$ cat src/rtl/sc_clkgen_pkg.sv
package sc_clkgen_pkg;
  // Prescale limit for select value sel: 4^sel - 1
  function automatic int unsigned pre_limit(input int unsigned sel);
    return (32'd1 << (2 * sel)) - 32'd1;
  endfunction
endpackage

$ cat src/rtl/scg_prescaler.sv
module scg_prescaler #(
  parameter int DIV_W = 8,
  parameter int SEL_W = 2
) (
  input  logic             clk,
  input  logic             rst,
  input  logic             restart,
  input  logic [DIV_W-1:0] div_n,
  input  logic [SEL_W-1:0] pre_sel,
  output logic             half_edge
);
  import sc_clkgen_pkg::*;

  localparam int NSEL  = 2 ** SEL_W;
  localparam int PRE_W = 2 * (NSEL - 1);

  logic [PRE_W-1:0] lim_tab [NSEL];
  logic [PRE_W-1:0] pre_cnt;
  logic [DIV_W-1:0] div_cnt;
  logic             pre_wrap;
  logic             div_wrap;

  for (genvar g = 0; g < NSEL; g++) begin : g_lim
    assign lim_tab[g] = PRE_W'(pre_limit(g));
  end

  assign pre_wrap  = (pre_cnt == lim_tab[pre_sel]);
  assign div_wrap  = (div_cnt == div_n);
  assign half_edge = pre_wrap && div_wrap;

  always_ff @(posedge clk) begin
    if (rst || restart) begin
      pre_cnt <= '0;
      div_cnt <= '0;
    end else if (pre_wrap) begin
      pre_cnt <= '0;
      div_cnt <= div_wrap ? '0 : div_cnt + 1'b1;
    end else begin
      pre_cnt <= pre_cnt + 1'b1;
    end
  end
endmodule

$ cat src/rtl/scg_phase.sv
module scg_phase (
  input  logic clk,
  input  logic rst,
  input  logic restart,
  input  logic half_edge,
  input  logic clk_en,
  output logic period_end,
  output logic card_clk
);
  logic phase;
  logic phase_nxt;

  assign phase_nxt  = phase ^ half_edge;
  assign period_end = half_edge && phase;

  always_ff @(posedge clk) begin
    if (rst || restart) begin
      phase    <= 1'b0;
      card_clk <= 1'b0;
    end else begin
      phase    <= phase_nxt;
      card_clk <= clk_en && phase_nxt;
    end
  end
endmodule

$ cat src/rtl/scg_bit_timer.sv
module scg_bit_timer #(
  parameter int PERIODS_PER_BIT = 372
) (
  input  logic clk,
  input  logic rst,
  input  logic restart,
  input  logic period_end,
  input  logic rx_sync,
  output logic bit_tick,
  output logic half_tick
);
  localparam int HALF_PERIODS = PERIODS_PER_BIT / 2;
  localparam int CW           = $clog2(PERIODS_PER_BIT);

  logic [CW-1:0] per_cnt;
  logic [CW-1:0] half_cnt;
  logic          armed;
  logic          clear;

  assign clear = rst || restart;

  always_ff @(posedge clk) begin
    if (clear || rx_sync) begin
      per_cnt  <= '0;
      bit_tick <= 1'b0;
    end else begin
      bit_tick <= period_end && (per_cnt == CW'(PERIODS_PER_BIT - 1));
      if (period_end)
        per_cnt <= (per_cnt == CW'(PERIODS_PER_BIT - 1)) ? '0 : per_cnt + 1'b1;
    end
  end

  always_ff @(posedge clk) begin
    if (clear) begin
      armed     <= 1'b0;
      half_cnt  <= '0;
      half_tick <= 1'b0;
    end else if (rx_sync) begin
      armed     <= 1'b1;
      half_cnt  <= '0;
      half_tick <= 1'b0;
    end else begin
      half_tick <= 1'b0;
      if (armed && period_end) begin
        if (half_cnt == CW'(HALF_PERIODS - 1)) begin
          armed     <= 1'b0;
          half_tick <= 1'b1;
        end else begin
          half_cnt <= half_cnt + 1'b1;
        end
      end
    end
  end
endmodule

$ cat src/rtl/sc_clkgen.sv
module sc_clkgen #(
  parameter int DIV_W           = 8,
  parameter int SEL_W           = 2,
  parameter int PERIODS_PER_BIT = 372
) (
  input  logic             clk,
  input  logic             rst,
  input  logic [DIV_W-1:0] div_n,
  input  logic [SEL_W-1:0] pre_sel,
  input  logic             clk_en,
  input  logic             rx_sync,
  output logic             card_clk,
  output logic             bit_tick,
  output logic             half_tick
);
  logic [DIV_W-1:0] div_q;
  logic [SEL_W-1:0] sel_q;
  logic             restart;
  logic             half_edge;
  logic             period_end;

  assign restart = (div_n != div_q) || (pre_sel != sel_q);

  always_ff @(posedge clk) begin
    div_q <= div_n;
    sel_q <= pre_sel;
  end

  scg_prescaler #(.DIV_W(DIV_W), .SEL_W(SEL_W)) u_pre (
    .clk(clk), .rst(rst), .restart(restart),
    .div_n(div_n), .pre_sel(pre_sel), .half_edge(half_edge)
  );

  scg_phase u_phase (
    .clk(clk), .rst(rst), .restart(restart), .half_edge(half_edge),
    .clk_en(clk_en), .period_end(period_end), .card_clk(card_clk)
  );

  scg_bit_timer #(.PERIODS_PER_BIT(PERIODS_PER_BIT)) u_bit (
    .clk(clk), .rst(rst), .restart(restart), .period_end(period_end),
    .rx_sync(rx_sync), .bit_tick(bit_tick), .half_tick(half_tick)
  );
endmodule

$ cat config.mk
export PLATFORM = sky130hd
export DESIGN_NAME = sc_clkgen
export DESIGN_NICKNAME = d
export VERILOG_FILES = /design/src/rtl/sc_clkgen_pkg.sv /design/src/rtl/scg_prescaler.sv /design/src/rtl/scg_phase.sv /design/src/rtl/scg_bit_timer.sv /design/src/rtl/sc_clkgen.sv
export SDC_FILE = /design/constraint.sdc
export NUM_CORES = 1
export LEC_CHECK = 0
export BUFFER_PORTS_ARGS = -buffer_cell sky130_fd_sc_hd__buf_2
export CAP_MARGIN = 5
export CORE_UTILIZATION = 45
export DETAILED_ROUTE_END_ITERATION = 10
export GPL_TIMING_DRIVEN = 0
export HOLD_SLACK_MARGIN = 0.08
export PLACE_DENSITY = 0.66
export SLEW_MARGIN = 20
export SYNTH_ARGS = -nofsm -noshare
export SYNTH_HDL_FRONTEND = slang
export SYNTH_SLANG_ARGS = --single-unit
$ cat constraint.sdc
create_clock -name clk -period 5.21 [get_ports clk]
set_input_delay 0.521 -clock clk [delete_from_list [all_inputs] [get_ports clk]]
set_output_delay 0.521 -clock clk [all_outputs]
set_load 0.01 [all_outputs]
==> flow_metrics.tcl, run 1 <==
set metrics [dict create \
    status "finished, final reports clean" \
    grt_first_pass_wirelength_um 6580 \
    synthDistinctLibCells 37 \
    n_antenna_cell 0 \
    clk_latency_ns 0.29 \
    final_common_cell "dfxtp_1" \
    cts_tree "built" \
    firstDrtPassIters 4 \
    cp_max_fo 10 \
    switchingPower_w 0.000132 \
    synthesis.area_um2 2110 \
    path_buf_inv 1 \
    comb_power_share_pct 3.8 \
    layout.cells.non_filler 305 \
    rows 24 \
    ir_worst_vdd_mv 0.208 \
    leakage_nw 0.897 \
    hpwl_um 2640 \
    synthesis.nets 250 \
    drv_slew 0 \
    rsz0062_at_grt "false" \
    placed_cells 298 \
    start_util_pct 47.7 \
    mostFrequentLayoutCells "dfxtp_1, xor2_1, nor2_1" \
    synthFlopType "dfxtp_1" \
    layout-drive-gt1-share_pct 15.0 \
    core_area_um2 4410 \
    cpLargestDelayFamily "simple AND/OR/NAND/NOR gates" \
    grt_max_degree 14 \
    intPower_w 0.000514 \
    finalWeightedCongestion 0.853 \
    ys_seq_area_share_pct 44.7 \
    crit_path_start_kind "register" \
    cts-root-buf "clkbuf_8" \
    pin_count 17 \
    period_needed_ns 3.02 \
    slowest_stage "nor4_2" \
    nets 273 \
    worst_pin_slew_ns 0.706 \
    wl_um 3690 \
    h-tree-depth 2 \
    p_per_area_nw_per_um2 275 \
    wl_per_cell_um 12.1 \
    fmax_mhz 331 \
    synth_edf_count 0 \
    ant_nets 0 \
    avgSynthCellArea_um2 9.16 \
    required_ns 5.40 \
    yosysWarnings 0 \
    io_buffers 16 \
    fin_crit_sh_pct 57.9 \
    setup_viol 0 \
    max_stage_delay_ns 0.63 \
    grt-ovfl-total 0 \
    worst-path-stages 11 \
    drcViolationCount 0 \
    cts_setup_buffers 0 \
    clock-sinks 47 \
    r2r_setup_slack_ns 2.19 \
    fin_worst_skew_ns 0.0111 \
    clkPwrFrac_pct 39.8 \
    multi_input_area_um2 1110 \
    p_sw_share_pct 20.4 \
    cts_buffers 5 \
    ys_ff_latch 47 \
    min_path_type "in -> reg" \
    drtIter0Drc 45 \
    grt_pass1_vias 1534 \
    timing.slew.headroom_pct 53.0 \
    syn_inst 230 \
    endpoint_kind "register" \
    seqCellArea_um2 941 \
    area_growth_pct 11.8 \
    rr_worst_depth 11 \
    cts.clk_slew.worst_paths_ns 0.08 \
    die_h_um 70.4 \
    cts_hold_buf 0 \
    vias 1590 \
    finalHoldViolCount 0 \
    sequentialPowerShare_pct 56.4 \
    hold_depth 1 \
    crit_type "reg -> reg" \
    antenna_found_initial 0 \
    setup-tns-final_ns 0 \
    viasPerCell 5.21 \
    maxCapViolCount 0 \
    die_area_um2 4960 \
    clock_path_buffers 2 \
    cts_resized 0 \
    fillCellCount 417 \
    cp_cell_sequence "xor2_1, nor4_2, nand2_2, nor2_1, ha_1, buf_2, nand2_1, a31oi_1, nand4_1, xor2_1, nor2_1" \
    grt_usage_pct 16.5 \
    async_reset_ff_share_pct 0 \
    die_w_um 70.4 \
    critPathArrivalTime_ns 3.21 \
]
-- kinds of logic (layout without fill, tap and decap cells) --
logic type	after synthesis	count (layout)	share of synthesized area [%]
flops	47	47	44.7
simple gates	100	100	25.7
buf+inv	11	34	2.67
compound gates	29	29	7.84
mux	1	1	0.535
fa+ha+maj	6	6	3.56
xor+xnor	36	36	15.0
-- state kept, by name, summed over array words and instances, names as in the netlist --
register,cells
u_bit.half_cnt,9
u_bit.per_cnt,9
u_bit.bit_tick,1
sel_q,2
u_bit.half_tick,1
div_q,8
u_phase.phase,1
u_pre.div_cnt,8
u_phase.card_clk,1
u_bit.armed,1
u_pre.pre_cnt,6
-- layout make-up --
class	count	share of cell area, %
Inverter	5	0.797
Sequential cell	47	40.0
Clock inverter	1	1.28
Multi-Input combinational cell	172	47.1
Tap cell	52	2.76
Timing Repair Buffer	16	3.40
Clock buffer	6	3.08
Buffer	6	1.59
-- through the flow --
stage	hold WS, ns	worst slack, ns	cell area (µm²)	power, W	util, %
after floorplan	0.445	2.54	2110	0.000386	-
after global placement	0.465	1.97	2250	0.000398	51.0
after detailed placement	0.474	1.97	2250	0.000398	51.0
after CTS	0.366	2.19	2350	0.000654	53.3
after global routing	0.362	1.92	2350	0.000671	53.3
final	0.371	2.19	2350	0.000646	53.3
-- cells in the mapped netlist, types with 2 or more instances --
cell type	instances	area [µm²]
a21oi_1	15	75.1
and2_1	2	12.5
and3_1	8	50.1
and4_1	3	26.3
buf_2	3	15.0
dfxtp_1	47	941
ha_1	6	75.1
inv_1	5	18.8
nand2_1	14	52.6
nand2b_1	2	12.5
nand3_1	16	80.1
nand4_1	6	37.5
nand4b_1	3	26.3
nor2_1	24	90.1
nor2_2	6	37.5
nor3_1	7	35.0
nor4_2	3	37.5
o21ai_0	7	35.0
xnor2_1	3	26.3
xor2_1	33	289
-- power groups by stage --
stage | clock network (W) | logic [W] | registers (W)
finish | 0.000257 | 0.0000246 | 0.000365
CTS | 0.000265 | 0.0000250 | 0.000365
global placement | 0 | 0.0000246 | 0.000373
global route | 0.000279 | 0.0000275 | 0.000365
floorplan | 0 | 0.0000133 | 0.000373
detailed placement | 0 | 0.0000248 | 0.000373
-- final timing paths --
path	startpoint	endpoint
max reg2reg	u_pre.div_cnt[5]	u_bit.half_cnt[4]
min	div_n[7]	div_q[7]
min reg2reg	u_pre.pre_cnt[0]	u_pre.pre_cnt[0]
max	u_pre.div_cnt[5]	u_bit.half_cnt[4]
-- worst register-to-register path: stages (launching register included) --
cell,delay (ns)
dfxtp_1,0.37
xor2_1,0.19
nor4_2,0.63
nand2_2,0.28
nor2_1,0.17
ha_1,0.16
buf_2,0.19
nand2_1,0.09
a31oi_1,0.42
nand4_1,0.19
xor2_1,0.17
nor2_1,0.05
-- metal layers --
layer / up-vias / track usage, % / part of all wire [%]
met5: - / 0 / 0
met4: 0 / 4.67 / 1.3
met3: 7 / 4.04 / 2.5
met2: 14 / 27.5 / 46
met1: 723 / 20.9 / 50
li1: 846 / - / -
No activity file was read; power rests on OpenSTA's default activity.
==> run 2, diff against run 1 <==
==> constraint.sdc (replaced) <==
create_clock -name clk -period 2.8 [get_ports clk]
set_input_delay 0.28 -clock clk [delete_from_list [all_inputs] [get_ports clk]]
set_output_delay 0.28 -clock clk [all_outputs]
set_load 0.01 [all_outputs]
==> run 2 against run 1 <==
Effect of this change: sequential share of layout area fell by 0.91 points; combinational power rose by 100%; register-to-register slack got worse by 2.0 ns; largest cell class unchanged; global-route usage rose by 0.18 points.
==> flow_metrics.tcl, run 2 (same netlist as run 1, synthesis figures left out) <==
set metrics [dict create \
    status "finished, final reports clean" \
    core_area_um2 4410 \
    fin_worst_skew_ns 0.0130 \
    finalHoldViolCount 0 \
    cp_cell_sequence "xor2_1, nor4_4, nand2_2, nor2_1, ha_1, buf_2, nand2_1, a31oi_4, nand4_1, xor2_1, nor2_1" \
    crit_path_start_kind "register" \
    hold_depth 1 \
    top_regs "u_bit.half_cnt (9), u_bit.per_cnt (9)" \
    clock_path_buffers 2 \
    p_per_area_nw_per_um2 503 \
    grt_pass1_vias 1533 \
    hpwl_um 2640 \
    finalWeightedCongestion 0.853 \
    endpoint_kind "register" \
    final_common_cell "dfxtp_1" \
    required_ns 3.00 \
    min-delay-start "div_n[3]" \
    fillCellCount 412 \
    critPathArrivalTime_ns 2.79 \
    grt_first_pass_wirelength_um 6640 \
    timing.slew.headroom_pct 45.0 \
    cts_tree "built" \
    cts-root-buf "clkbuf_8" \
    maxCapViolCount 0 \
    die_h_um 70.4 \
    ir_worst_vdd_mv 0.391 \
    viasPerCell 5.23 \
    grt_usage_pct 16.6 \
    cpLargestDelayFamily "simple AND/OR/NAND/NOR gates" \
    layout-drive-gt1-share_pct 16.4 \
    grt-ovfl-total 0 \
    whs_ns 0.126 \
    top_usage_layer "met2" \
    fin_crit_sh_pct 92.7 \
    max_stage_delay_ns 0.46 \
    firstDrtPassIters 4 \
    grt_max_degree 14 \
    wl_um 3790 \
    worst_pin_slew_ns 0.813 \
    pin_count 17 \
    cts_buffers 5 \
    placed_cells 298 \
    layout.cells.non_filler 308 \
    rr_worst_depth 11 \
    vias 1610 \
    cp-startpoint "u_pre.div_cnt[0]" \
    nets 276 \
    clk_latency_ns 0.30 \
    fmax_mhz 385 \
    area_growth_pct 14.4 \
    leakage_nw 0.917 \
    critical_path.reg2reg.startpoint "u_pre.div_cnt[0]" \
    cp_max_fo 10 \
    wl_per_cell_um 12.3 \
    crit_type "reg -> reg" \
    drcViolationCount 0 \
    grt_use_met1_pct 21.4 \
    worst-path-stages 11 \
    rsz0062_at_grt "false" \
    path_buf_inv 1 \
    r2r_setup_slack_ns 0.20 \
    ant_nets 0 \
    met2_usage_pct 27.5 \
    drv_slew 0 \
    drtIter0Drc 50 \
    start_util_pct 47.7 \
    grt_util_met3_pct 4.04 \
    cts.clk_slew.worst_paths_ns 0.09 \
    rows 24 \
    h-tree-depth 2 \
    io_buffers 16 \
    n_antenna_cell 0 \
    antenna_found_initial 0 \
    die_w_um 70.4 \
    clock-sinks 47 \
    die_area_um2 4960 \
    mostFrequentLayoutCells "dfxtp_1, xor2_1, nor2_1" \
    min_path_type "in -> reg" \
    slowest_stage "nor4_4" \
    period_needed_ns 2.60 \
    setup_viol 0 \
]
-- run 2: area by class of cell --
| class | count | area (µm²) | share of cell area [%] |
|---|---|---|---|
| Sequential cell | 47 | 941 | 39.1 |
| Inverter | 5 | 18.8 | 0.779 |
| Multi-Input combinational cell | 172 | 1140 | 47.4 |
| Timing Repair Buffer | 19 | 103 | 4.26 |
| Clock inverter | 1 | 30.0 | 1.25 |
| Buffer | 6 | 37.5 | 1.56 |
| Tap cell | 52 | 65.1 | 2.70 |
| Clock buffer | 6 | 72.6 | 3.01 |
-- run 2: path summary, 6_finish.rpt --
kind / endpoint
max: u_bit.half_cnt[4]
min: div_q[3]
max reg2reg: u_bit.half_cnt[4]
min reg2reg: u_pre.pre_cnt[0]
-- run 2: what timing repair did --
action,4_1_cts,5_1_grt
pin swaps,0,2
endpoints found under the setup margin,5,3
gates cloned,0,0
hold buffers,0,0
hold endpoints to repair,0,0
gates resized for setup,3,1
buffers inserted,0,3
-- run 2: through the flow --
stage                     area [µm²]  worst slack [ns]  setup TNS (ns)  total power, W  util [%]
after floorplan                 2110             0.289               0        0.000719         -
after global placement          2250            -0.201          -0.544        0.000740      51.0
after detailed placement        2250            -0.202          -0.565        0.000741      51.0
after CTS                       2380            0.0961               0         0.00122      53.9
after global routing            2410            0.0199               0         0.00126      54.6
final                           2410             0.204               0         0.00121      54.6
-- run 2: power by group --
group / internal, W / switching (W)
Clock: 0.000262 / 0.000222
Sequential: 0.000675 / 0.00000302
Combinational: 0.0000215 / 0.0000288
Total: 0.000959 / 0.000253
-- run 2: routing by layer --
layer | up-vias | share of wire, %
met4 | 0 | 1.3
li1 | 849 | -
met1 | 734 | 51
met3 | 7 | 2.6
met5 | - | 0
met2 | 20 | 45
